--- src/rtl/retx_pkg.sv ---
package retx_pkg;
   typedef enum logic [1:0] {
      ACT_HOLD  = 2'd0,
      ACT_CLEAR = 2'd1,
      ACT_COUNT = 2'd2
   } retx_act_e;
endpackage

--- src/rtl/retx_evt_decode.sv ---
module retx_evt_decode
   import retx_pkg::*;
(
   input  logic      clk,
   input  logic      rst_n,
   input  logic      arb_excl,
   input  logic      ev_tx_ok,
   input  logic      ev_err_frame,
   input  logic      ev_arb_lost,
   input  logic      buf_changed,
   input  logic      abort_last,
   output retx_act_e act
);
   logic chg_q;
   logic chg_rise;
   logic fail_counted;

   always_ff @(posedge clk) begin
      if (!rst_n) chg_q <= 1'b0;
      else        chg_q <= buf_changed;
   end

   // only the first cycle of a buffer change clears
   assign chg_rise     = buf_changed & ~chg_q;
   assign fail_counted = ev_err_frame | (ev_arb_lost & ~arb_excl);

   always_comb begin
      if (ev_tx_ok || abort_last || chg_rise) act = ACT_CLEAR;
      else if (fail_counted)                  act = ACT_COUNT;
      else                                    act = ACT_HOLD;
   end
endmodule

--- src/rtl/retx_limit_cmp.sv ---
module retx_limit_cmp #(
   parameter int CNT_W = 4
) (
   input  logic             limit_en,
   input  logic [CNT_W-1:0] cnt,
   input  logic [CNT_W-1:0] thresh,
   output logic             at_limit,
   output logic             at_max
);
   localparam logic [CNT_W-1:0] CNT_MAX = {CNT_W{1'b1}};

   assign at_limit = limit_en && (cnt == thresh);
   assign at_max   = (cnt == CNT_MAX);
endmodule

--- src/rtl/retx_cnt_core.sv ---
module retx_cnt_core
   import retx_pkg::*;
#(
   parameter int CNT_W = 4
) (
   input  logic             clk,
   input  logic             rst_n,
   input  retx_act_e        act,
   input  logic             at_limit,
   input  logic             at_max,
   output logic [CNT_W-1:0] cnt,
   output logic             hit
);
   localparam logic [CNT_W-1:0] CNT_ONE = {{(CNT_W-1){1'b0}}, 1'b1};

   always_ff @(posedge clk) begin
      if (!rst_n) begin
         cnt <= '0;
         hit <= 1'b0;
      end else begin
         hit <= 1'b0;
         unique case (act)
            ACT_CLEAR: cnt <= '0;
            ACT_COUNT: begin
               if (at_limit)     hit <= 1'b1;
               else if (!at_max) cnt <= cnt + CNT_ONE;
            end
            default: ;
         endcase
      end
   end
endmodule

--- src/rtl/retx_limit_ctr.sv ---
module retx_limit_ctr
   import retx_pkg::*;
#(
   parameter int CNT_W = 4
) (
   input  logic             clk,
   input  logic             rst_n,
   input  logic             limit_en,
   input  logic [CNT_W-1:0] limit_thresh,
   input  logic             arb_excl,
   input  logic             ev_tx_ok,
   input  logic             ev_err_frame,
   input  logic             ev_arb_lost,
   input  logic             buf_changed,
   input  logic             abort_last,
   output logic [CNT_W-1:0] retry_cnt,
   output logic             limit_hit
);
   generate
      if (CNT_W < 1 || CNT_W > 16) begin : g_bad_width
         $error("retx_limit_ctr: CNT_W must be 1..16");
      end
   endgenerate

   retx_act_e act;
   logic      at_limit;
   logic      at_max;

   retx_evt_decode u_dec (
      .clk          (clk),
      .rst_n        (rst_n),
      .arb_excl     (arb_excl),
      .ev_tx_ok     (ev_tx_ok),
      .ev_err_frame (ev_err_frame),
      .ev_arb_lost  (ev_arb_lost),
      .buf_changed  (buf_changed),
      .abort_last   (abort_last),
      .act          (act)
   );

   retx_limit_cmp #(.CNT_W(CNT_W)) u_cmp (
      .limit_en (limit_en),
      .cnt      (retry_cnt),
      .thresh   (limit_thresh),
      .at_limit (at_limit),
      .at_max   (at_max)
   );

   retx_cnt_core #(.CNT_W(CNT_W)) u_core (
      .clk      (clk),
      .rst_n    (rst_n),
      .act      (act),
      .at_limit (at_limit),
      .at_max   (at_max),
      .cnt      (retry_cnt),
      .hit      (limit_hit)
   );
endmodule

--- config.mk ---
export PLATFORM = sky130hd
export DESIGN_NAME = retx_limit_ctr
export DESIGN_NICKNAME = d
export VERILOG_FILES = /design/src/rtl/retx_pkg.sv /design/src/rtl/retx_evt_decode.sv /design/src/rtl/retx_limit_cmp.sv /design/src/rtl/retx_cnt_core.sv /design/src/rtl/retx_limit_ctr.sv
export SDC_FILE = /design/constraint.sdc
export NUM_CORES = 1
export LEC_CHECK = 0
export BUFFER_PORTS_ARGS = -buffer_cell sky130_fd_sc_hd__buf_4
export CAP_MARGIN = 0
export CORE_AREA = 2 2 39 41
export CTS_CLUSTER_DIAMETER = 30
export DETAILED_ROUTE_END_ITERATION = 12
export DIE_AREA = 0 0 41 43
export GPL_TIMING_DRIVEN = 0
export MAX_ROUTING_LAYER = met4
export PLACE_DENSITY_LB_ADDON = 0.05
export SLEW_MARGIN = 20
export SYNTH_ARGS = -nofsm -noshare
export SYNTH_HDL_FRONTEND = slang
export SYNTH_SLANG_ARGS = --single-unit
export TNS_END_PERCENT = 30
--- constraint.sdc ---
create_clock -name clk -period 1.57 [get_ports clk]
set_clock_uncertainty 0.05 [all_clocks]
set_input_delay 0.3925 -clock clk [delete_from_list [all_inputs] [get_ports clk]]
set_output_delay 0.3925 -clock clk [all_outputs]
set_load 0.02 [all_outputs]
==> reports/results.txt, run 1 <==
logic gate share of total power: 16.6%
GRT Util Overall: 10.1%
Post-synth top cells: dfxtp_1 (6), nand2_1 (6), mux2i_1 (4), o21ai_0 (4), xor2_1 (3)
largest net degree at the start of global routing: 10
Final Instance Area: 556 sq um
Worst-Margin Slew: 481 ps
Clock Latency Late Sink: 240 ps
synthesized area per cell: 9.40 sq um
Post-Syn Area: 385 sq um
crit path capture type: primary output
CTS H-tree lvls: 1
Yosys cell types: 22
Crit Path Max Fanout: 6
Storage cell area: 120 sq um
gp weighted congestion: 0.591
LEAKAGE: 0.256 nW
CTS root buf: clkbuf_4
drt pass-1 iters: 4
ys async rst share: 0%
peak supply drop: 362 uV
row cnt: 14
post-synthesis sequential area ratio: 31.2%
Synth top area share: 31.2%
Via-to-Cell Ratio: 4.49
largest area contributor in the netlist: dfxtp_1
Final Hold Slack: 321 ps
clock sink count: 6
Critical Path Max Stage Delay: 440 ps
RSZ-0062 raised after global routing: no
max_cap viols: 0
hold path cells: 2
Area contributors post-synth: dfxtp_1 (31%), mux2i_1 (10%), xor2_1 (6.8%)
EDFF count, synth: 0
initial antenna violation count: 0
fin crit period: 1310 ps
critical path depth: 1
GR Overflow Total: 0
CP max-delay cell: dfxtp_1
worst-case reg-to-reg path depth: 5
Pint: 0.277 mW
Post-Route WL: 774 um
status: completed
crit path launch type: flop
CTS resizes: 0
DIE HEIGHT: 43 um
Inst Count DP: 74
fin cells: 77
commonest register cell after synthesis: dfxtp_1
fin. max-slew vios: 0
n_diodes: 0
delay-heaviest family, CP: flip-flops
DRT iter0 DRCs: 10
via count: 346
P&R area growth vs syn: 44.2%
Final Hold Fails: 0
worst hold start: buf_changed
worst min-delay path class: primary input to flop
area post-placement: 533 sq um
area occupied by multi-input gates: 262 sq um
CP required: 1130 ps
number of synthesized register bits: 6
number of remaining DRC errors: 0
Arrival @ worst endpoint: 870 ps
switching power: 0.0780 mW
I/O Buffers: 17
CP Class: flop to primary output
fillcell total: 150
Flop pwr share: 44.4%
Die Width: 41 um
R2R Path Start: u_core.cnt[0]
nets@finish: 77
io pins: 18
hold-fix buffers at CTS: 0
Pwr Density: 639 mW/mm^2
CTS Buf Count: 3
post-synthesis cell count: 41
area of the die: 0.00176 sq mm
final setup fails: 0
Ys Warns: 0
first-pass GRT wire length: 1.10 mm
post-CTS setup buffer count: 0
Switching Fraction: 22.0%
core box area: 0.00138 sq mm
share of cells above drive strength 1: 41.0%
syn_nets: 55
CP Launch Point: u_core.cnt[2]
Clk pwr share: 39.0%
fmax: 761 MHz
slew margin rel.: 67.8%
Antenna Violating Nets Remaining: 0
starting density of the core: 27.8%
clock-pin slew on the worst setup and hold paths: 40 ps
worst-path cell chain: buf_4
drt wl/cell: 10.1 um
crit share post-route: 83.6%
hpwl dp: 605 um
vias in the first global route: 275
Worst Path Buf+Inv: 1
setup TNS: 0 ps
Tot Pwr: 0.355 mW
CTS tree: done
Clock Tree Buf Depth: 2
## worst paths after layout
| check | to | slack (ps) |
|---|---|---|
| hold / removal | u_dec.chg_q | 320 |
| setup reg to reg | u_core.cnt[1] | 270 |
| setup / recovery | retry_cnt[2] | 260 |
| hold reg to reg | u_core.cnt[1] | 480 |
## cell families (layout without fill, tap and decap cells)
logic type	Yosys count	after routing	share of synthesized area, %
AOI/OAI and AO/OA	8	8	12.7
xor gates and xnor gates	4	4	9.09
adders and majority gates	1	1	3.25
buffers and inverters	1	21	0.973
DFF	6	6	31.2
muxes	4	4	10.4
and+or+nand+nor	17	17	32.5
## per-layer routing
metal | vias up | share of wire [%] | track usage (%)
met1 | 150 | 45 | 11.7
met4 | 0 | 0 | 4.00
li1 | 183 | - | -
met3 | 0 | 8.7 | 8.38
met5 | - | 0 | -
met2 | 13 | 46 | 12.5
## power groups by stage
stage | Sequential [mW] | Combinational [mW] | Clock, mW
after floorplan | 0.161 | 0.0284 | 0
after global placement | 0.160 | 0.0595 | 0
after detailed placement | 0.160 | 0.0594 | 0
after CTS | 0.157 | 0.0598 | 0.149
after global routing | 0.157 | 0.0637 | 0.159
final | 0.157 | 0.0591 | 0.138
## metrics by stage
stage / util (%) / setup WS [ps]
after floorplan: - / 275
after global placement: 38.5 / 80.6
after detailed placement: 38.5 / 57.3
after CTS: 40.1 / 240
after global routing: 40.1 / 195
final: 40.1 / 257
## placed cells by master (no fill, tap or decap), drive strengths merged
| master | Yosys | final |
|---|---|---|
| inv | 1 | 1 |
| nand2 | 6 | 6 |
| nor2b | 2 | 2 |
| a21o | 1 | 1 |
| mux2i | 4 | 4 |
| xnor2 | 1 | 1 |
| nor3 | 1 | 1 |
| o211ai | 1 | 1 |
| nand2b | 2 | 2 |
| and3 | 1 | 1 |
| nor4b | 1 | 1 |
| dfxtp | 6 | 6 |
| clkbuf | 0 | 3 |
| ha | 1 | 1 |
| a21oi | 2 | 2 |
| nand3 | 1 | 1 |
| xor2 | 3 | 3 |
| and2 | 2 | 2 |
| o21ai | 4 | 4 |
| nor2 | 1 | 1 |
| buf | 0 | 17 |
## final cells by class
| class | count | share of cell area, % |
|---|---|---|
| inverters | 1 | 0.676 |
| repair buffers | 17 | 23.0 |
| clock buffers | 3 | 4.05 |
| multi-input cells | 34 | 47.1 |
| well taps | 16 | 3.60 |
| flip-flops and latches | 6 | 21.6 |
## state kept, by name, summed over array words and instances, names as in the netlist
| register | flops |
|---|---|
| u_core.cnt | 4 |
| u_core.hit | 1 |
| u_dec.chg_q | 1 |
Power figures use the tool's default switching activity.
==> run 2: changes to the inputs <==
- clock period: 1.57 -> 1.1 ns (I/O delays scaled with it)
==> run 2 against run 1 <==
Compared with the run above:
- the flow now finishes with violations (negative setup slack)
- clock power increased by 56%
- global-route usage up 2.5 points
- non-clock buffer count rose by 6
- final cell count increased by 9.1%
- highest routed layer unchanged
==> reports/results.txt, run 2 (synthesis gave the netlist of run 1 again) <==
status: complete, but fails checks
failing checks: negative setup slack
CTS H-tree lvls: 1
Critical Path Max Stage Delay: 370 ps
most common cell after layout, fill and taps aside: buf_4
io pins: 18
Final Hold Fails: 0
via count: 372
CP max-delay cell: dfxtp_4
DIE HEIGHT: 43 um
GR Overflow Total: 0
largest net degree at the start of global routing: 7
largest register by flop count: u_core.cnt
P&R area growth vs syn: 77.3%
RSZ-0062 raised after global routing: yes
Clock Latency Late Sink: 240 ps
Worst-Margin Slew: 295 ps
most frequent cells in the layout: buf_4 (18), nand2_1 (6), buf_6 (5)
crit path capture type: flop
max_cap viols: 0
area of the die: 0.00176 sq mm
fmax: 832 MHz
PnR worst setup slack: -102 ps
crit path launch type: flop
core box area: 0.00138 sq mm
peak supply drop: 507 uV
number of remaining DRC errors: 0
nets@finish: 83
worst min-delay path class: primary input to flop
gp weighted congestion: 0.678
GRT Util Overall: 12.6%
Post-Route WL: 895 um
fin cells: 84
Crit Path Max Fanout: 5
pre-CTS WS: -291 ps
clock-pin slew on the worst setup and hold paths: 50 ps
clock sink count: 6
Clock Tree Buf Depth: 2
CTS root buf: clkbuf_4
first-pass GRT wire length: 1.48 mm
share of cells above drive strength 1: 61.8%
Antenna Violating Nets Remaining: 0
fin. max-slew vios: 0
Inst Count DP: 74
drt wl/cell: 10.7 um
Largest register FFs: 4
DRT iter0 DRCs: 2
CP required: 1220 ps
Via-to-Cell Ratio: 4.43
final setup fails: 5
Arrival @ worst endpoint: 1320 ps
Final Hold Slack: 200 ps
fin crit period: 1200 ps
CTS Buf Count: 3
Pwr Density: 775 mW/mm^2
worst-case reg-to-reg path depth: 4
LEAKAGE: 0.294 nW
slew margin rel.: 80.3%
crit share post-route: 109%
row cnt: 14
CP Class: flop to flop
vias in the first global route: 341
initial antenna violation count: 0
hold path cells: 2
final core occ: 49.4%
drt pass-1 iters: 4
I/O Buffers: 17
n_diodes: 0
Die Width: 41 um
starting density of the core: 27.8%
CTS tree: done
worst-path cell chain: xor2_2 -> nor3_4 -> a21o_1 -> mux2i_1
Top Registers: u_core.cnt x4, u_core.hit x1, u_dec.chg_q x1
run 2: worst paths after layout:
| path | from | slack [ps] | endpoint |
|---|---|---|---|
| worst max-delay path | u_core.cnt[1] | -100 | u_core.cnt[2] |
| worst min-delay path | buf_changed | 200 | u_dec.chg_q |
| worst max register to register | u_core.cnt[1] | -100 | u_core.cnt[2] |
| worst min register to register | u_core.cnt[1] | 470 | u_core.cnt[1] |
run 2: routing by layer:
layer | up-vias | part of all wire, % | track usage [%]
met2 | 9 | 53 | 19.4
li1 | 195 | - | -
met4 | 0 | 0 | 0
met5 | - | 0 | -
met1 | 168 | 41 | 15.5
met3 | 0 | 6.3 | 6.28
run 2: power by group:
| group | internal, mW | switching [mW] |
|---|---|---|
| registers | 0.213 | 0.00423 |
| logic | 0.0587 | 0.0388 |
| clock network | 0.137 | 0.0777 |
| total | 0.409 | 0.121 |
run 2: cell type report:
| cell class | count | area, sq um |
|---|---|---|
| Clock buffer | 4 | 26.3 |
| Fill cell | 131 | 701 |
| Inverter | 1 | 3.75 |
| Multi-Input combinational cell | 34 | 305 |
| Sequential cell | 6 | 136 |
| Tap cell | 16 | 20.0 |
| Timing Repair Buffer | 23 | 191 |
run 2: critical path, delay by kind of cell (launching register included):
| family | cells | cell delay [ps] |
|---|---|---|
| xor gates and xnor gates | 1 | 160 |
| and+or+nand+nor | 1 | 230 |
| muxes | 1 | 170 |
| DFF | 1 | 370 |
| AOI/OAI and AO/OA | 1 | 160 |
run 2: metrics by stage:
stage	setup TNS [ps]	power, mW	cell area, sq um
after global routing	-783	0.573	683
after CTS	-451	0.544	676
after floorplan	-293	0.269	413
after detailed placement	-1260	0.314	561
final	-372	0.529	683
after global placement	-1210	0.314	561
run 2: repair_timing:
item                                    CTS  global route
buffers inserted                          6             0
pin swaps                                 5             2
gates resized for setup                  11             2
endpoints found under the setup margin    8             9
hold buffers                              0             0
